==> src/rtl/tbus_pkg.sv <==
package tbus_pkg;

    typedef enum logic [2:0] {
        ST_HALT,
        ST_FETCH,
        ST_WAIT,
        ST_DECODE,
        ST_EXEC
    } step_e;

    typedef enum logic [1:0] {
        ALU_ZERO,
        ALU_PASS_B,
        ALU_ADD
    } alu_op_e;

    typedef struct packed {
        logic    pc_to_b;
        logic    mdr_to_b;
        logic    rf_to_a;
        logic    rf_to_b;
        logic    sel_a;
        alu_op_e alu_op;
        logic    mar_load;
        logic    mem_rd;
        logic    pc_inc;
        logic    mdr_load;
        logic    ir_load;
        logic    rf_write;
        logic    ld_allow;
        logic    step_end;
    } ctrl_t;

endpackage

==> src/rtl/tbus_seq_ctrl.sv <==
module tbus_seq_ctrl
    import tbus_pkg::*;
(
    input  logic  clk,
    input  logic  rst_n,
    input  logic  run_i,
    input  logic  mem_done_i,
    output step_e state_o,
    output ctrl_t ctrl_o
);

    step_e state_q;
    step_e state_d;

    always_ff @(posedge clk or negedge rst_n) begin
        if (!rst_n) begin
            state_q <= ST_HALT;
        end else begin
            state_q <= state_d;
        end
    end

    always_comb begin
        state_d = state_q;
        ctrl_o  = '0;
        unique case (state_q)
            ST_HALT: begin
                ctrl_o.ld_allow = 1'b1;
                if (run_i) begin
                    state_d = ST_FETCH;
                end
            end
            ST_FETCH: begin
                ctrl_o.pc_to_b   = 1'b1;
                ctrl_o.alu_op    = ALU_PASS_B;
                ctrl_o.mar_load  = 1'b1;
                ctrl_o.mem_rd    = 1'b1;
                ctrl_o.pc_inc    = 1'b1;
                state_d          = ST_WAIT;
            end
            ST_WAIT: begin
                ctrl_o.mem_rd = 1'b1;
                if (mem_done_i) begin
                    ctrl_o.mdr_load = 1'b1;
                    state_d         = ST_DECODE;
                end
            end
            ST_DECODE: begin
                ctrl_o.mdr_to_b = 1'b1;
                ctrl_o.alu_op   = ALU_PASS_B;
                ctrl_o.ir_load  = 1'b1;
                state_d         = ST_EXEC;
            end
            ST_EXEC: begin
                ctrl_o.rf_to_a  = 1'b1;
                ctrl_o.rf_to_b  = 1'b1;
                ctrl_o.sel_a    = 1'b1;
                ctrl_o.alu_op   = ALU_ADD;
                ctrl_o.rf_write = 1'b1;
                ctrl_o.step_end = 1'b1;
                state_d         = run_i ? ST_FETCH : ST_HALT;
            end
            default: begin
                state_d = ST_HALT;
            end
        endcase
    end

    assign state_o = state_q;

endmodule

==> src/rtl/tbus_regfile.sv <==
module tbus_regfile #(
    parameter int DATA_W  = 32,
    parameter int REG_CNT = 32,
    localparam int IDX_W  = $clog2(REG_CNT)
) (
    input  logic              clk,
    input  logic              rst_n,
    input  logic [IDX_W-1:0]  rd_a_idx,
    output logic [DATA_W-1:0] rd_a_data,
    input  logic [IDX_W-1:0]  rd_b_idx,
    output logic [DATA_W-1:0] rd_b_data,
    input  logic              wr_en,
    input  logic [IDX_W-1:0]  wr_idx,
    input  logic [DATA_W-1:0] wr_data
);

    logic [DATA_W-1:0] regs [REG_CNT];

    assign regs[0] = '0;

    for (genvar g = 1; g < REG_CNT; g++) begin : g_entry
        always_ff @(posedge clk or negedge rst_n) begin
            if (!rst_n) begin
                regs[g] <= '0;
            end else if (wr_en && wr_idx == IDX_W'(g)) begin
                regs[g] <= wr_data;
            end
        end
    end

    assign rd_a_data = regs[rd_a_idx];
    assign rd_b_data = regs[rd_b_idx];

endmodule

==> src/rtl/tbus_alu.sv <==
module tbus_alu
    import tbus_pkg::*;
#(
    parameter int DATA_W = 32
) (
    input  alu_op_e           op,
    input  logic              sel_a,
    input  logic [DATA_W-1:0] bus_a,
    input  logic [DATA_W-1:0] bus_b,
    output logic [DATA_W-1:0] result
);

    logic [DATA_W-1:0] opnd_a;

    assign opnd_a = sel_a ? bus_a : '0;

    always_comb begin
        unique case (op)
            ALU_PASS_B: result = bus_b;
            ALU_ADD:    result = opnd_a + bus_b;
            default:    result = '0;
        endcase
    end

endmodule

==> src/rtl/tbus_add_seq.sv <==
module tbus_add_seq
    import tbus_pkg::*;
#(
    parameter int DATA_W    = 32,
    parameter int REG_CNT   = 32,
    parameter int PC_INC    = 4,
    parameter int RESET_PC  = 0,
    parameter int SRC_A_LSB = 21,
    parameter int SRC_B_LSB = 16,
    parameter int DST_LSB   = 11,
    localparam int IDX_W    = $clog2(REG_CNT)
) (
    input  logic              clk,
    input  logic              rst_n,
    input  logic              run_i,
    input  logic              ld_en_i,
    input  logic [IDX_W-1:0]  ld_idx_i,
    input  logic [DATA_W-1:0] ld_val_i,
    output logic [DATA_W-1:0] mem_addr_o,
    output logic              mem_rd_o,
    input  logic [DATA_W-1:0] mem_rdata_i,
    input  logic              mem_done_i,
    output logic              step_end_o,
    output logic              wb_en_o,
    output logic [IDX_W-1:0]  wb_idx_o,
    output logic [DATA_W-1:0] wb_data_o
);

    step_e state;
    ctrl_t ctrl;

    logic [DATA_W-1:0] pc_q;
    logic [DATA_W-1:0] mar_q;
    logic [DATA_W-1:0] mdr_q;
    logic [DATA_W-1:0] ir_q;
    logic [DATA_W-1:0] bus_a;
    logic [DATA_W-1:0] bus_b;
    logic [DATA_W-1:0] bus_c;
    logic [DATA_W-1:0] rf_a_data;
    logic [DATA_W-1:0] rf_b_data;
    logic [IDX_W-1:0]  src_a_idx;
    logic [IDX_W-1:0]  src_b_idx;
    logic [IDX_W-1:0]  dst_idx;
    logic              ld_take;
    logic              rf_we;
    logic [IDX_W-1:0]  rf_wa;
    logic [DATA_W-1:0] rf_wd;

    tbus_seq_ctrl u_ctrl (
        .clk        (clk),
        .rst_n      (rst_n),
        .run_i      (run_i),
        .mem_done_i (mem_done_i),
        .state_o    (state),
        .ctrl_o     (ctrl)
    );

    assign src_a_idx = ir_q[SRC_A_LSB +: IDX_W];
    assign src_b_idx = ir_q[SRC_B_LSB +: IDX_W];
    assign dst_idx   = ir_q[DST_LSB +: IDX_W];

    assign ld_take = ld_en_i && ctrl.ld_allow;
    assign rf_we   = ctrl.rf_write || ld_take;
    assign rf_wa   = ctrl.rf_write ? dst_idx : ld_idx_i;
    assign rf_wd   = ctrl.rf_write ? bus_c : ld_val_i;

    tbus_regfile #(
        .DATA_W  (DATA_W),
        .REG_CNT (REG_CNT)
    ) u_rf (
        .clk       (clk),
        .rst_n     (rst_n),
        .rd_a_idx  (src_a_idx),
        .rd_a_data (rf_a_data),
        .rd_b_idx  (src_b_idx),
        .rd_b_data (rf_b_data),
        .wr_en     (rf_we),
        .wr_idx    (rf_wa),
        .wr_data   (rf_wd)
    );

    assign bus_a = ctrl.rf_to_a ? rf_a_data : '0;

    always_comb begin
        bus_b = '0;
        if (ctrl.pc_to_b) begin
            bus_b = pc_q;
        end else if (ctrl.mdr_to_b) begin
            bus_b = mdr_q;
        end else if (ctrl.rf_to_b) begin
            bus_b = rf_b_data;
        end
    end

    tbus_alu #(
        .DATA_W (DATA_W)
    ) u_alu (
        .op     (ctrl.alu_op),
        .sel_a  (ctrl.sel_a),
        .bus_a  (bus_a),
        .bus_b  (bus_b),
        .result (bus_c)
    );

    always_ff @(posedge clk or negedge rst_n) begin
        if (!rst_n) begin
            pc_q  <= DATA_W'(RESET_PC);
            mar_q <= '0;
            mdr_q <= '0;
            ir_q  <= '0;
        end else begin
            if (ctrl.pc_inc) begin
                pc_q <= pc_q + DATA_W'(PC_INC);
            end
            if (ctrl.mar_load) begin
                mar_q <= bus_c;
            end
            if (ctrl.mdr_load) begin
                mdr_q <= mem_rdata_i;
            end
            if (ctrl.ir_load) begin
                ir_q <= bus_c;
            end
        end
    end

    assign mem_addr_o = mar_q;
    assign mem_rd_o   = ctrl.mem_rd;
    assign step_end_o = ctrl.step_end;
    assign wb_en_o    = ctrl.rf_write;
    assign wb_idx_o   = dst_idx;
    assign wb_data_o  = bus_c;

endmodule

==> config.mk <==
export PLATFORM = sky130hd
export DESIGN_NAME = tbus_add_seq
export DESIGN_NICKNAME = d
export VERILOG_FILES = /design/src/rtl/tbus_pkg.sv /design/src/rtl/tbus_seq_ctrl.sv /design/src/rtl/tbus_regfile.sv /design/src/rtl/tbus_alu.sv /design/src/rtl/tbus_add_seq.sv
export SDC_FILE = /design/constraint.sdc
export NUM_CORES = 2
export LEC_CHECK = 0
export CAP_MARGIN = 0
export CELL_PAD_IN_SITES_DETAIL_PLACEMENT = 0
export CELL_PAD_IN_SITES_GLOBAL_PLACEMENT = 1
export CORE_MARGIN = 2
export CORE_UTILIZATION = 55
export CTS_BUF_LIST = sky130_fd_sc_hd__clkbuf_16
export CTS_CLUSTER_SIZE = 28
export DETAILED_ROUTE_END_ITERATION = 7
export DONT_BUFFER_PORTS = 1
export PLACE_DENSITY = 0.85
export SETUP_SLACK_MARGIN = 0.15
export SYNTH_ARGS = -nofsm -noshare
export SYNTH_HDL_FRONTEND = slang
export SYNTH_SLANG_ARGS = --single-unit
==> constraint.sdc <==
create_clock -name clk -period 17.5 [get_ports clk]
set_input_delay 0.875 -clock clk [delete_from_list [all_inputs] [get_ports clk]]
set_output_delay 0.875 -clock clk [all_outputs]
set_load 0.01 [all_outputs]
======== Yosys cells after proc, flatten, opt, wreduce, memory -nomap -nowiden ========
Index checks and enable logic that the tools add are counted.
cells by class
  eq/ne operators ......................... 39
  add/subtract/negate cells ............... 2
  reductions and logical operators ........ 37
  $lt $le $gt $ge ......................... 2
  multiplexer cells ....................... 27
  bitwise operators ....................... 2
operators with widths
  cell                     number
  $bmux W32 S5             2
  $mux W32                 10
  $eq A5 B5 Y1 const B     16
  $pmux W32 S2             1
  $eq A5 B4 Y1 const B     8
  $add A32 B3 Y32 const B  1
  $add A32 B32 Y32         1
  $logic_and A1 B1 Y1      32
  $eq A5 B3 Y1 const B     4
  $pmux W3 S5              1
  $ge A6 B6 Y1 const B     2
  $not A5 Y6               2
  $eq A5 B2 Y1 const B     2
  $mux W3                  3
  $mux W1                  8
  $eq A3 B2 Y1 const B     2
  $eq A5 B1 Y1 const B     1
  $mux W5                  1
  $ne A2 B2 Y1 const B     2
  $pmux W2 S2              1
  $reduce_or A2 Y1         2
  $eq A3 B1 Y1 const B     1
  $eq A3 B3 Y1 const B     1
  $logic_not A3 Y1         1
  4 further kinds          4
storage, ports and cells
  output and inout bits ................... 72
  word-level logic and storage cells ...... 145
  flip-flop bits (word level) ............. 1117
  input bits .............................. 74

======== Depth between registers and ports, before layout ========
  word-level depth ........................ 10
  depth in mapped cells ................... 26
  depth with buffers taken out ............ 19

======== By module ========
From an unflattened synthesis, not the netlist that was laid out.
unflattened totals
  cells, all modules ...................... 4448
  area total of the unflattened synthesis .. 61233.7 sq um
by module, submodules not included
  module         instances  area an instance (sq um)  cells each  sequential area each (sq um)
  tbus_regfile   1          53226.0                   3639        24823.8
  tbus_add_seq   1          5567.8                    473         2727.6
  tbus_alu       1          2227.1                    313         0.0
  tbus_seq_ctrl  1          212.7                     23          75.1

======== Least setup slack after synthesis ========
Ideal clock, no wire load.
  path kind ............................... register to output
  start point ............................. register ir_q[21]
  end point ............................... output port wb_data_o[31]
  data required time ...................... 16.625 ns
  arrival time ............................ 5.117 ns
  cell stages (with the launch flop) ...... 20
  buffers on the path ..................... 5
  slack ................................... 11.508 ns
  cell sequence ........................... dfrtp_1 > clkbuf_1 > buf_2 > buf_2 > buf_1 > mux4_2 > mux4_2 > mux2i_1 > nor2_1 > ha_1 > clkbuf_1 > a21o_1 > a211oi_1 > nor2_1 > o41a_1 > o211ai_1 > o211ai_1 > xnor2_1 > a21oi_1 > nor2_1
between the ends
  word-level cells in the longest chain between the ends .. 8
ends and longest elaborated chain
  element                                      RTL line             RTL
  from (decl)                                  tbus_add_seq.sv:35   logic [DATA_W-1:0] ir_q;
  from (signal assigned)                       tbus_add_seq.sv:122  ir_q <= bus_c;
  $not A5 Y6 (implied by the code)             tbus_regfile.sv:31   assign rd_a_data = regs[rd_a_idx];
  $bmux W32 S5                                 tbus_regfile.sv:31
  $mux W32 (implied by the code) (2 in a row)  tbus_regfile.sv:31
  $mux W32                                     tbus_add_seq.sv:82   assign bus_a = ctrl.rf_to_a ? rf_a_data : '0;
  $mux W32                                     tbus_alu.sv:15       assign opnd_a = sel_a ? bus_a : '0;
  $add A32 B32 Y32                             tbus_alu.sv:20       ALU_ADD: result = opnd_a + bus_b;
  $pmux W32 S2                                 tbus_alu.sv:18       unique case (op)
  to (decl)                                    tbus_add_seq.sv:26   output logic [DATA_W-1:0] wb_data_o
Every way passes these cells. The select of a mux whose other input is x is not followed.

======== Worst setup path in the final report ========
  start point ............................. register ir_q[21]
  end point ............................... output port wb_data_o[27]
Same word-level chain as after synthesis.

==> flow_summary.html <==
<table>
<tr><th>Metric</th><th>Value</th></tr>
<tr><th colspan="2">Run status</th></tr>
<tr><td>Run status</td><td>finished, final reports clean</td></tr>
<tr><th colspan="2">Logic synthesis</th></tr>
<tr><td>Yosys top cell by area</td><td>dfrtp_1</td></tr>
<tr><td>#FFs+latches synth</td><td>1,104</td></tr>
<tr><td>Gate count of the mapped netlist</td><td>5,020</td></tr>
<tr><td>Count of synthesis-stage warnings from yosys</td><td>0</td></tr>
<tr><td>Ranking of synthesized cells by instance count</td><td>dfrtp_1, nand2_1, mux4_2, o21ai_0, o21ai_1</td></tr>
<tr><td>Syn Nets</td><td>5,129</td></tr>
<tr><td>Post-synth EDFFs</td><td>0</td></tr>
<tr><td>Number of unique standard cell types used by synthesis</td><td>73</td></tr>
<tr><td>Top flip-flop cell by instance count after synthesis</td><td>dfrtp_1</td></tr>
<tr><td>Most frequently used cell type in the post-synthesis netlist</td><td>dfrtp_1</td></tr>
<tr><td>Area fraction of the dominant cell type after synthesis</td><td>0.465</td></tr>
<tr><td>Cell area after synthesis</td><td>59,400 um^2</td></tr>
<tr><td>Proportion of synthesized chip area in sequential cells</td><td>0.465</td></tr>
<tr><td>Synthesized area per cell</td><td>11.8 um^2</td></tr>
<tr><td>Area contributors post-synth</td><td>dfrtp_1, mux4_2, nand2_1, mux2_2, o21ai_0</td></tr>
<tr><td>Fraction of synthesis flops using an asynchronous set or reset pin</td><td>1.00</td></tr>
<tr><th colspan="2">Worst setup path</th></tr>
<tr><td>Origin of the worst setup path</td><td>ir_q[21]$_DFFE_PN0P_</td></tr>
<tr><td>Number of buffers and inverters on the critical path</td><td>3</td></tr>
<tr><td>CP arrival</td><td>8.40 ns</td></tr>
<tr><td>Critical Path Source Type</td><td>flip-flop</td></tr>
<tr><td>Maximum fanout encountered on the critical timing path</td><td>91</td></tr>
<tr><td>Critical Path Sink Type</td><td>output pin</td></tr>
<tr><td>CP Data Required Time</td><td>16.62 ns</td></tr>
<tr><td>Critical path's top delay family</td><td>buffers and inverters</td></tr>
<tr><td>Classification of the worst setup path</td><td>flip-flop to output pin</td></tr>
<tr><td>Startpoint of the worst register-to-register path</td><td>ir_q[21]$_DFFE_PN0P_</td></tr>
<tr><td>Cell Chain, Critical Path</td><td>buf_12, buf_12, buf_4, mux4_2, mux4_2, mux2i_1, nor2_1, ha_1, nand4_1, nor2_1, o2111ai_1, a31oi_1, o211ai_1, and3_1, o31ai_1</td></tr>
<tr><td>Critical Path Slowest Stage Cell</td><td>o31ai_1</td></tr>
<tr><td>Max stage delay on crit path</td><td>0.88 ns</td></tr>
<tr><th colspan="2">Clock tree</th></tr>
<tr><td>Largest buffer count on any clock path</td><td>3</td></tr>
<tr><td>Num CTS Buffers</td><td>112</td></tr>
<tr><td>Buffer count from post-CTS setup fixing</td><td>0</td></tr>
<tr><td>Clock tree root buffer cell</td><td>clkbuf_16</td></tr>
<tr><td>Clock tree from TritonCTS</td><td>yes</td></tr>
<tr><td>TritonCTS Sinks</td><td>1,104</td></tr>
<tr><td>Number of levels in the clock H-tree</td><td>3</td></tr>
<tr><td>Clock Latency Late Sink</td><td>0.71 ns</td></tr>
<tr><td>Clk pin slew, worst setup/hold paths</td><td>0.06 ns</td></tr>
<tr><th colspan="2">Global routing</th></tr>
<tr><td>Global-route wire length before repair</td><td>281,000 um</td></tr>
<tr><td>Number of antenna violations at the first check in global routing</td><td>6</td></tr>
<tr><td>Pin count of the biggest net entering global routing</td><td>644</td></tr>
<tr><td>Total congestion overflow</td><td>0</td></tr>
<tr><td>Via count of the first global-routing pass</td><td>42.2k</td></tr>
<tr><td>GRT Resource Usage Total</td><td>0.342</td></tr>
<tr><th colspan="2">STA</th></tr>
<tr><td>Summed negative setup slack over all endpoints</td><td>0 ns</td></tr>
<tr><td>Hold Violations, Final</td><td>0</td></tr>
<tr><td>Min Hold Slack</td><td>0.0287 ns</td></tr>
<tr><td>Final count of pins violating max slew</td><td>0</td></tr>
<tr><td>Period minus WS final</td><td>9.27 ns</td></tr>
<tr><td>Final WS setup</td><td>8.23 ns</td></tr>
<tr><td>Relative max-transition margin</td><td>0.112</td></tr>
<tr><td>Period Utilization, post-route</td><td>0.530</td></tr>
<tr><td>Setup violations, final</td><td>0</td></tr>
<tr><td>Fmax achieved</td><td>108 MHz</td></tr>
<tr><td>Worst-Margin Slew</td><td>1.33 ns</td></tr>
<tr><td>Setup skew after layout</td><td>0.0228 ns</td></tr>
<tr><td>RSZ-0062 raised after global routing</td><td>no</td></tr>
<tr><th colspan="2">Floorplanning</th></tr>
<tr><td>Site Rows</td><td>120</td></tr>
<tr><td>Number of ports placed on the die boundary</td><td>146</td></tr>
<tr><td>Initial core utilization</td><td>0.555</td></tr>
<tr><td>Area of the core</td><td>107,000 um^2</td></tr>
<tr><td>Horiz. Die Dim</td><td>333 um</td></tr>
<tr><td>DIE AREA</td><td>111,000 um^2</td></tr>
<tr><td>Die Y-Extent</td><td>333 um</td></tr>
<tr><th colspan="2">Final layout</th></tr>
<tr><td>Area occupied by multi-input gates</td><td>29,900 um^2</td></tr>
<tr><td>Finished layout cell area</td><td>64,100 um^2</td></tr>
<tr><td>Signed area change from the synthesized netlist to the final layout</td><td>7.83%</td></tr>
<tr><td>Layout fillers</td><td>8,338</td></tr>
<tr><td>Post-route insts no fill</td><td>6,236</td></tr>
<tr><td>Final #Nets</td><td>4,846</td></tr>
<tr><td>Fraction of layout cells with a size suffix above 1</td><td>0.258</td></tr>
<tr><td>End-of-flow core utilization</td><td>0.599</td></tr>
<tr><td>Area occupied by registers</td><td>27,700 um^2</td></tr>
<tr><th colspan="2">Placed design</th></tr>
<tr><td>Inst Count DP</td><td>6,012</td></tr>
<tr><td>Placed cell area</td><td>60,100 um^2</td></tr>
<tr><td>Buffers on Ports</td><td>0</td></tr>
<tr><td>Final estimated routing congestion in global placement</td><td>0.970</td></tr>
<tr><td>Pre-CTS WS</td><td>8.93 ns</td></tr>
<tr><td>Post-DP HPWL</td><td>105,000 um</td></tr>
<tr><th colspan="2">Routing</th></tr>
<tr><td>Detail-routed via count per cell</td><td>6.92</td></tr>
<tr><td>Post-detailed-route wirelength per cell</td><td>30.1 um</td></tr>
<tr><td>Number of detailed-route iterations in the first pass</td><td>6</td></tr>
<tr><td>Initial detailed-routing violation count</td><td>5,168</td></tr>
<tr><td>Via total after detailed routing</td><td>43.2k</td></tr>
<tr><td>Final antenna-violating net count</td><td>0</td></tr>
<tr><td>Total Routed Length</td><td>188,000 um</td></tr>
<tr><td>DRC violations left</td><td>0</td></tr>
<tr><th colspan="2">Pwr</th></tr>
<tr><td>Power, Total</td><td>9.88 mW</td></tr>
<tr><td>Leakage Power</td><td>27.0 nW</td></tr>
<tr><td>Power density over the cells</td><td>154 nW/um^2</td></tr>
<tr><td>Worst VDD drop</td><td>0.0849 mV</td></tr>
<tr><th colspan="2">Hold path</th></tr>
<tr><td>HP Class</td><td>input port to asynchronous set/reset pin</td></tr>
<tr><th colspan="2">Flow run</th></tr>
<tr><td>Max-cap violation count</td><td>0</td></tr>
</table>
## kinds of logic after synthesis
kind of cell / count (synthesis) / synth area share
AO/OA/AOI/OAI: 1168 / 0.115
adder cells (fa/ha/maj): 35 / 0.00750
XOR/XNOR: 48 / 0.00707
buffers and inverters: 533 / 0.0391
multiplexers: 949 / 0.286
flip-flops: 1104 / 0.465
AND/OR/NAND/NOR: 1183 / 0.0806
## area by class of cell
type	count	share of cell area
multi-input cells	3383	0.466
flip-flops and latches	1104	0.432
clock buffers	114	0.0445
well taps	1403	0.0274
repair buffers	101	0.0159
clock inverters	93	0.0124
inverters	35	0.00209
diodes	3	0.000117
## state kept, by name, summed over array words and instances, names as in the netlist
signal          count
mdr_q              32
u_ctrl.state_o      3
mem_addr_o         32
u_rf.regs         992
ir_q               15
pc_q               30
## where the power goes
group	total [mW]	switching, mW	leakage [nW]	internal, mW
Sequential	4.20	0.740	14.8	3.46
Combinational	3.24	1.62	10.4	1.62
Clock	2.44	1.06	1.85	1.38
Total	9.88	3.42	27.0	6.46
## routing by layer
metal | wire length, um | GRT usage | up-vias
li1 | - | - | 18021
met1 | 74000 | 0.477 | 22207
met2 | 84900 | 0.514 | 2500
met3 | 21300 | 0.0945 | 437
met4 | 7720 | 0.135 | 2
met5 | 13 | 0 | -
## placed cells by master, fill, tap and decap left out, types with 25 or more instances in the layout
master     count
a21o_1        25
nand2_1      837
o21ai_1      353
mux4_2       571
a21oi_1       88
clkbuf_16    114
clkinv_1      33
nor2_1       170
mux2i_1       86
nand3_1       27
o21ai_0      396
a22oi_1       28
ha_1          34
mux2_2       289
a22o_1        74
xnor2_1       28
o31ai_1       39
inv_1         46
dfrtp_1     1096
buf_4         82
o21ai_2       36
a31oi_1       32
## what timing repair did
action                    in CTS  in global routing
hold endpoints to repair     643                  0
gates resized for setup        0                  0
hold buffers                  10                  0
## worst paths after layout
path	endpoint	slack, ns	cells after the start
min reg2reg	u_rf.regs[60]$_DFFE_PN0P_	0.50	2
min	u_rf.regs[966]$_DFFE_PN0P_	0.03	1
max	wb_data_o[27]	8.23	15
max reg2reg	u_rf.regs[59]$_DFFE_PN0P_	8.75	17
min in group clk	mdr_q[20]$_DFFE_PN0P_	0.32	1
max in group asynchronous	u_rf.regs[108]$_DFFE_PN0P_	15.39	3
(Power assumes the default switching activity.)
